--- src/rtl/rate_gen_pkg.sv ---
package rate_gen_pkg;
  localparam int unsigned RG_WORD_W = 16;
  localparam int unsigned RG_BYTE_W = 8;

  typedef enum logic {
    LANE_LO = 1'b0,
    LANE_HI = 1'b1
  } lane_e;
endpackage

--- src/rtl/rate_gen_cword.sv ---
module rate_gen_cword #(
  parameter int unsigned WORD_W = 16,
  parameter int unsigned BYTE_W = 8
) (
  input  logic              clk,
  input  logic              rst_n,
  input  logic              wr_en,
  input  logic              wr_hi,
  input  logic [BYTE_W-1:0] wr_data,
  output logic [BYTE_W-1:0] stage_o,
  output logic [WORD_W-1:0] word_o
);
  localparam int unsigned HI_W = WORD_W - BYTE_W;

  logic [HI_W-1:0] stage_q;
  logic [WORD_W-1:0] word_q;

  always_ff @(posedge clk or negedge rst_n) begin
    if (!rst_n) begin
      stage_q <= '0;
      word_q  <= '0;
    end else if (wr_en) begin
      if (wr_hi == rate_gen_pkg::LANE_HI) stage_q <= wr_data[HI_W-1:0];
      else                                word_q  <= {stage_q, wr_data};
    end
  end

  assign stage_o = BYTE_W'(stage_q);
  assign word_o  = word_q;
endmodule

--- src/rtl/rate_gen_fold.sv ---
module rate_gen_fold #(
  parameter int unsigned WORD_W = 16
) (
  input  logic [WORD_W-1:0] word_i,
  output logic [WORD_W-1:0] inc_o
);
  localparam int unsigned TOP = WORD_W - 1;

  always_comb begin
    if (word_i[TOP]) inc_o = (~word_i) + WORD_W'(1);
    else             inc_o = word_i;
  end
endmodule

--- src/rtl/rate_gen_accum.sv ---
module rate_gen_accum #(
  parameter int unsigned WORD_W = 16
) (
  input  logic              clk,
  input  logic              rst_n,
  input  logic [WORD_W-1:0] inc_i,
  output logic [WORD_W-1:0] acc_o,
  output logic              sq_o,
  output logic              tick_o
);
  localparam int unsigned TOP = WORD_W - 1;

  logic [WORD_W-1:0] acc_q, acc_d;
  logic              tick_q;

  assign acc_d = acc_q + inc_i;

  always_ff @(posedge clk or negedge rst_n) begin
    if (!rst_n) begin
      acc_q  <= '0;
      tick_q <= 1'b0;
    end else begin
      acc_q  <= acc_d;
      tick_q <= acc_d[TOP] & ~acc_q[TOP];
    end
  end

  assign acc_o  = acc_q;
  assign sq_o   = acc_q[TOP];
  assign tick_o = tick_q;
endmodule

--- src/rtl/rate_gen_top.sv ---
module rate_gen_top #(
  parameter int unsigned WORD_W = rate_gen_pkg::RG_WORD_W,
  parameter int unsigned BYTE_W = rate_gen_pkg::RG_BYTE_W
) (
  input  logic              clk,
  input  logic              rst_n,
  input  logic              cfg_valid,
  output logic              cfg_ready,
  input  logic              cfg_hi,
  input  logic [BYTE_W-1:0] cfg_data,
  output logic              sq_out,
  output logic              tick
);
  logic [WORD_W-1:0] cw_active;
  logic [BYTE_W-1:0] cw_stage;
  logic [WORD_W-1:0] inc_w;
  logic [WORD_W-1:0] acc_val;

  assign cfg_ready = 1'b1;

  rate_gen_cword #(.WORD_W(WORD_W), .BYTE_W(BYTE_W)) u_cword (
    .clk     (clk),
    .rst_n   (rst_n),
    .wr_en   (cfg_valid & cfg_ready),
    .wr_hi   (cfg_hi),
    .wr_data (cfg_data),
    .stage_o (cw_stage),
    .word_o  (cw_active)
  );

  rate_gen_fold #(.WORD_W(WORD_W)) u_fold (
    .word_i (cw_active),
    .inc_o  (inc_w)
  );

  rate_gen_accum #(.WORD_W(WORD_W)) u_accum (
    .clk    (clk),
    .rst_n  (rst_n),
    .inc_i  (inc_w),
    .acc_o  (acc_val),
    .sq_o   (sq_out),
    .tick_o (tick)
  );
endmodule

--- config.mk ---
export PLATFORM = sky130hd
export DESIGN_NAME = rate_gen_top
export DESIGN_NICKNAME = d
export VERILOG_FILES = /design/src/rtl/rate_gen_pkg.sv /design/src/rtl/rate_gen_cword.sv /design/src/rtl/rate_gen_fold.sv /design/src/rtl/rate_gen_accum.sv /design/src/rtl/rate_gen_top.sv
export SDC_FILE = /design/constraint.sdc
export NUM_CORES = 1
export LEC_CHECK = 0
export ABC_AREA = 0
export BUFFER_PORTS_ARGS = -buffer_cell sky130_fd_sc_hd__buf_4
export CORE_UTILIZATION = 40
export CTS_CLUSTER_SIZE = 40
export DETAILED_ROUTE_END_ITERATION = 10
export PLACE_DENSITY_LB_ADDON = 0.3
export SYNTH_ARGS = -nofsm -noshare
export SYNTH_HDL_FRONTEND = slang
export SYNTH_SLANG_ARGS = --single-unit
export TNS_END_PERCENT = 1
--- constraint.sdc ---
create_clock -name clk -period 2.89 [get_ports clk]
set_clock_uncertainty 0.1 [all_clocks]
set_input_delay 0.4335 -clock clk [delete_from_list [all_inputs] [get_ports clk]]
set_output_delay 0.4335 -clock clk [all_outputs]
set_load 0.02 [all_outputs]
---- Word level (Yosys, flattened, before mapping) ----
Index checks and enable logic that the tools add are counted.
storage, ports and cells
  bits in registers ....................... 41
  logic and storage cells ................. 13
  input bits .............................. 12
  output and inout bits ................... 3
operators by class
  muxes and demuxes ....................... 1
  bitwise gates (word level) .............. 4
  add/sub/neg operators ................... 2
  reductions and logical operators ........ 2
operators by type and width
  cell                   count
  $add 16x1->16 const B  1
  $add 16x16->16         1
  $mux 16                1
  $not 16->16            1
  $reduce_and 2->1       2
  $not 1->1              2
  $and 1x1->1            1

---- Logic depth before layout (Yosys ltp) ----
  word-level depth ........................ 5
  mapped depth ............................ 13
  mapped depth without buffers ............ 13

---- Hierarchy ----
Synthesis repeated with hierarchy kept, for this count alone.
second synthesis, totals
  cell total of the unflattened synthesis .. 205
  area, all modules ....................... 2402.3 sq um
by module, submodules not included
  module          area each (sq um)  cells an instance  times used  seq. area each (sq um)
  rate_gen_accum  1077.3             103                1           425.4
  rate_gen_cword  948.4              52                 1           600.6
  rate_gen_fold   365.4              48                 1           0.0
  rate_gen_top    11.3               2                  1           0.0

---- Worst setup path before layout ----
Ideal clock, no wire load.
  path kind ............................... reg2reg
  start ................................... register u_cword.word_q[5] (netlist: u_cword.word_o[5])
  end ..................................... register u_accum.acc_q[14] (netlist: u_accum.acc_o[14])
  required time ........................... 2721 ps
  period minus slack after synthesis ...... 3151 ps
  path slack .............................. -261 ps
  stages on the path, launching flop included .. 10
  arrival time ............................ 2982 ps
  path buffers ............................ 0
  library setup time ...................... 69 ps
  cells stage by stage .................... dfrtp_1 > or4_4 > or3_1 > o41ai_1 > xnor2_1 > ha_1 > o21ai_0 > a21o_1 > or4_1 > nand3_1
between the ends
  word-level cells in the longest chain between the ends .. 4
ends and longest elaborated chain
  element                      line                  text
  from (decl)                  rate_gen_cword.sv:16  logic [WORD_W-1:0] word_q;
  from (signal assigned)       rate_gen_cword.sv:24  else word_q <= {stage_q, wr_data};
  $not 16->16                  rate_gen_fold.sv:10   if (word_i[TOP]) inc_o = (~word_i) + WORD_W'(1);
  $add 16x1->16                rate_gen_fold.sv:10
  $mux 16 *                    rate_gen_fold.sv:10
  $add 16x16->16 *             rate_gen_accum.sv:16  assign acc_d = acc_q + inc_i;
  named net u_accum.acc_d[14]  rate_gen_accum.sv:13  logic [WORD_W-1:0] acc_q, acc_d;
  to (signal assigned)         rate_gen_accum.sv:20  acc_q <= '0;
  to (signal assigned)         rate_gen_accum.sv:23  acc_q <= acc_d;
  to (decl)                    rate_gen_accum.sv:13
The timed path passes the listed nets; every way through them passes the cells marked *.
A chain may end at the register's enable or synchronous reset.

---- Worst setup path in the final report ----
  start ................................... register u_cword.word_q[6] (netlist: u_cword.word_o[6])
  end ..................................... register u_accum.acc_q[14] (netlist: u_accum.acc_o[14])
The elaborated chain is that of the path after synthesis.

==> metrics.cfg <==
[final_layout]
n_antenna_cell=0
final_cells=344
nets=303
fin_area_um2=3040
n_fill_cell=484
syn2layout_area_growth_pct=26.5
drive_above_1_share_pct=35.7
fin_util_pct=53.9

[route]
drc=0
dr.pass1.iters=5
postRouteAntennaNets=0
vias_per_cell=5.26
wl_per_cell_um=13.9
routed_wirelength_um=4780
dr.first_iter.drc_count=122
route.vias.total=1810

[floorplan]
die_h_um=79.5
die_width_um=79.5
core-area_um2=5640
dieArea_um2=6320
initial_utilization_pct=42.6
placementRows=27
ios=15

[logic_synthesis]
synth_warnings=0
synth_top_area_cell=dfrtp_1
synth_common_cells=41 x dfrtp_1, 21 x mux2_2, 19 x xnor2_1
ys_types=42
synth_ff_type=dfrtp_1
async_reset_ff_share_pct=100
seq_area_frac_synth_pct=42.7
synth_edf_count=0
synth_area_um2=2400
ys_ff_latch=41
synthMostInstantiatedCell=dfrtp_1
synth_cells=222
synth_top_area_share_pct=42.7
synth_area_per_cell_um2=10.8
yosys-top-cells-area=dfrtp_1 43%, mux2_2 9.8%, ha_1 9.4%
synth_nets=253

[worst_setup_path]
endpoint_kind=register
path_max_fanout=5
rr_startpoint=u_cword.word_o[6]$_DFFE_PN0P_
crit_arrival_ns=3.11
cp-start-kind=register
path_class=register to register
worstPathRequired_ns=3.02
r2r_end=u_accum.acc_o[14]$_DFF_PN0_
regToRegSetupSlack_ns=-0.09
reg2reg_depth=9

[clock_tree]
htreeDepth=2
cts-buffers-inserted=5
cts_root_buf=clkbuf_8
cts_tree=built
clk_pin_slew_ns=0.08
clkLatencyLatePin_ns=0.29
cts_sinks=41
clk_path_buf_depth=2

[global_routing]
grt_pass1_wl_um=8450
grt_pass1_vias=1808
grt.total_usage_pct=17.3
antenna_found_initial=0
grt_max_degree=42
grt-ovfl-total=0

[power_and_ir_drop]
p_per_area_nw_per_um2=1180
leakage_nw=1.34
ir_drop_mv=0.396

[place]
dpl.hpwl_um=3580
dp_cells=335
postPlaceCellArea_um2=2830
portBuffers=13
place_congestion=0.792

[sta]
final_max_slew_viol_count=0
tightest_slew_ns=0.532
finalWorstSetupSlack_ns=-0.0907
period_needed_ns=2.98
max_freq_ghz=0.335
slew_headroom_pct=64.5
hold_viol_final=0
tns_ns=-0.239
finalCritPeriodShare_pct=103
setup_viol=4
rsz0062_at_grt=true

[run]
drv_cap=0

[worst_hold_path]
hold_class=input pin to asynchronous set/reset pin

[run_status]
violations=negative setup slack
run_status=finished with violations

==> worst max-delay path, cell delays in order, from the launching register on <==
cell and delay [ns]:
dfrtp_1 0.38, or4_4 0.55, or3_4 0.38, o41ai_4 0.25
xnor2_1 0.13, ha_2 0.37, o21ai_1 0.08, a21o_1 0.19
or4_1 0.40, nand3_1 0.09
==> layout make-up <==
type	count	area [um^2]	area share, %
multi-input combinational	169	1440	47.3
tap	72	90.1	2.96
sequential	41	1030	33.8
clock inverter	2	35.0	1.15
clock buffer	5	68.8	2.26
timing repair buffer	47	353	11.6
inverter	8	30.0	0.987
==> power by group <==
group | internal [W] | switching, W
registers | 0.000781 | 0.000113
logic | 0.00115 | 0.00112
clock network | 0.000251 | 0.000193
==> state kept, by name, summed over array words and instances, names as in the netlist <==
name	flops
u_cword.word_o	16
u_accum.tick_o	1
u_accum.acc_o	16
u_cword.stage_o	8
==> what timing repair did <==
item / in CTS / in global routing
setup endpoints to repair: 6 / 9
pin swaps: 4 / 10
hold buffers: 0 / 0
buffers inserted: 1 / 1
resized for setup: 9 / 12
==> stage by stage <==
| step | power, W | setup slack [ns] | hold WS (ns) |
|---|---|---|---|
| after floorplan | 0.00227 | -0.0671 | 0.0379 |
| after global placement | 0.00291 | -0.142 | 0.353 |
| after detailed placement | 0.00295 | -0.225 | 0.358 |
| after CTS | 0.00351 | -0.0943 | 0.0409 |
| after global routing | 0.00394 | -0.215 | 0.0474 |
| final | 0.00360 | -0.0907 | 0.0187 |
==> placed cells by master, fill, tap and decap left out, types with 4 or more instances in the layout <==
master and count:
buf_4 47, clkbuf_8 5, mux2_2 21, ha_1 17
xor2_1 6, dfrtp_1 40, nand3_1 4, a21oi_1 9
a21o_1 6, nor2_1 12, xnor2_1 19, nand2b_1 6
nand2_1 10, o21ai_1 5, inv_1 8, o21ai_0 9
==> kinds of logic after synthesis <==
| logic type | Yosys count | share of synthesized area (%) |
|---|---|---|
| compound gates | 52 | 14.0 |
| xor+xnor | 25 | 9.11 |
| fa+ha+maj | 19 | 10.2 |
| buf+inv | 12 | 2.03 |
| flops | 41 | 42.7 |
| mux | 22 | 10.3 |
| other cells | 1 | 0.156 |
| simple gates | 50 | 11.6 |
==> routing by layer <==
layer	GRT usage, %	share of wire, %	up-vias
met2	27.3	47	27
met3	3.66	2.8	2
li1	-	-	899
met5	0	0	-
met1	24.0	50	882
met4	4.18	0.33	0
==> worst max-delay path by stage <==
stage | startpoint | to | cells past startpoint
CTS | u_cword.word_o[6]$_DFFE_PN0P_ | u_accum.acc_o[14]$_DFF_PN0_ | 9
floorplan | u_cword.word_o[6]$_DFFE_PN0P_ | u_accum.acc_o[14]$_DFF_PN0_ | 9
global placement | u_cword.word_o[6]$_DFFE_PN0P_ | u_accum.acc_o[12]$_DFF_PN0_ | 8
detailed placement | u_cword.word_o[6]$_DFFE_PN0P_ | u_accum.acc_o[12]$_DFF_PN0_ | 8
finish | u_cword.word_o[6]$_DFFE_PN0P_ | u_accum.acc_o[14]$_DFF_PN0_ | 9
global route | u_cword.word_o[0]$_DFFE_PN0P_ | u_accum.acc_o[15]$_DFF_PN0_ | 12
Note: power is estimated with default switching activity, not from simulation.
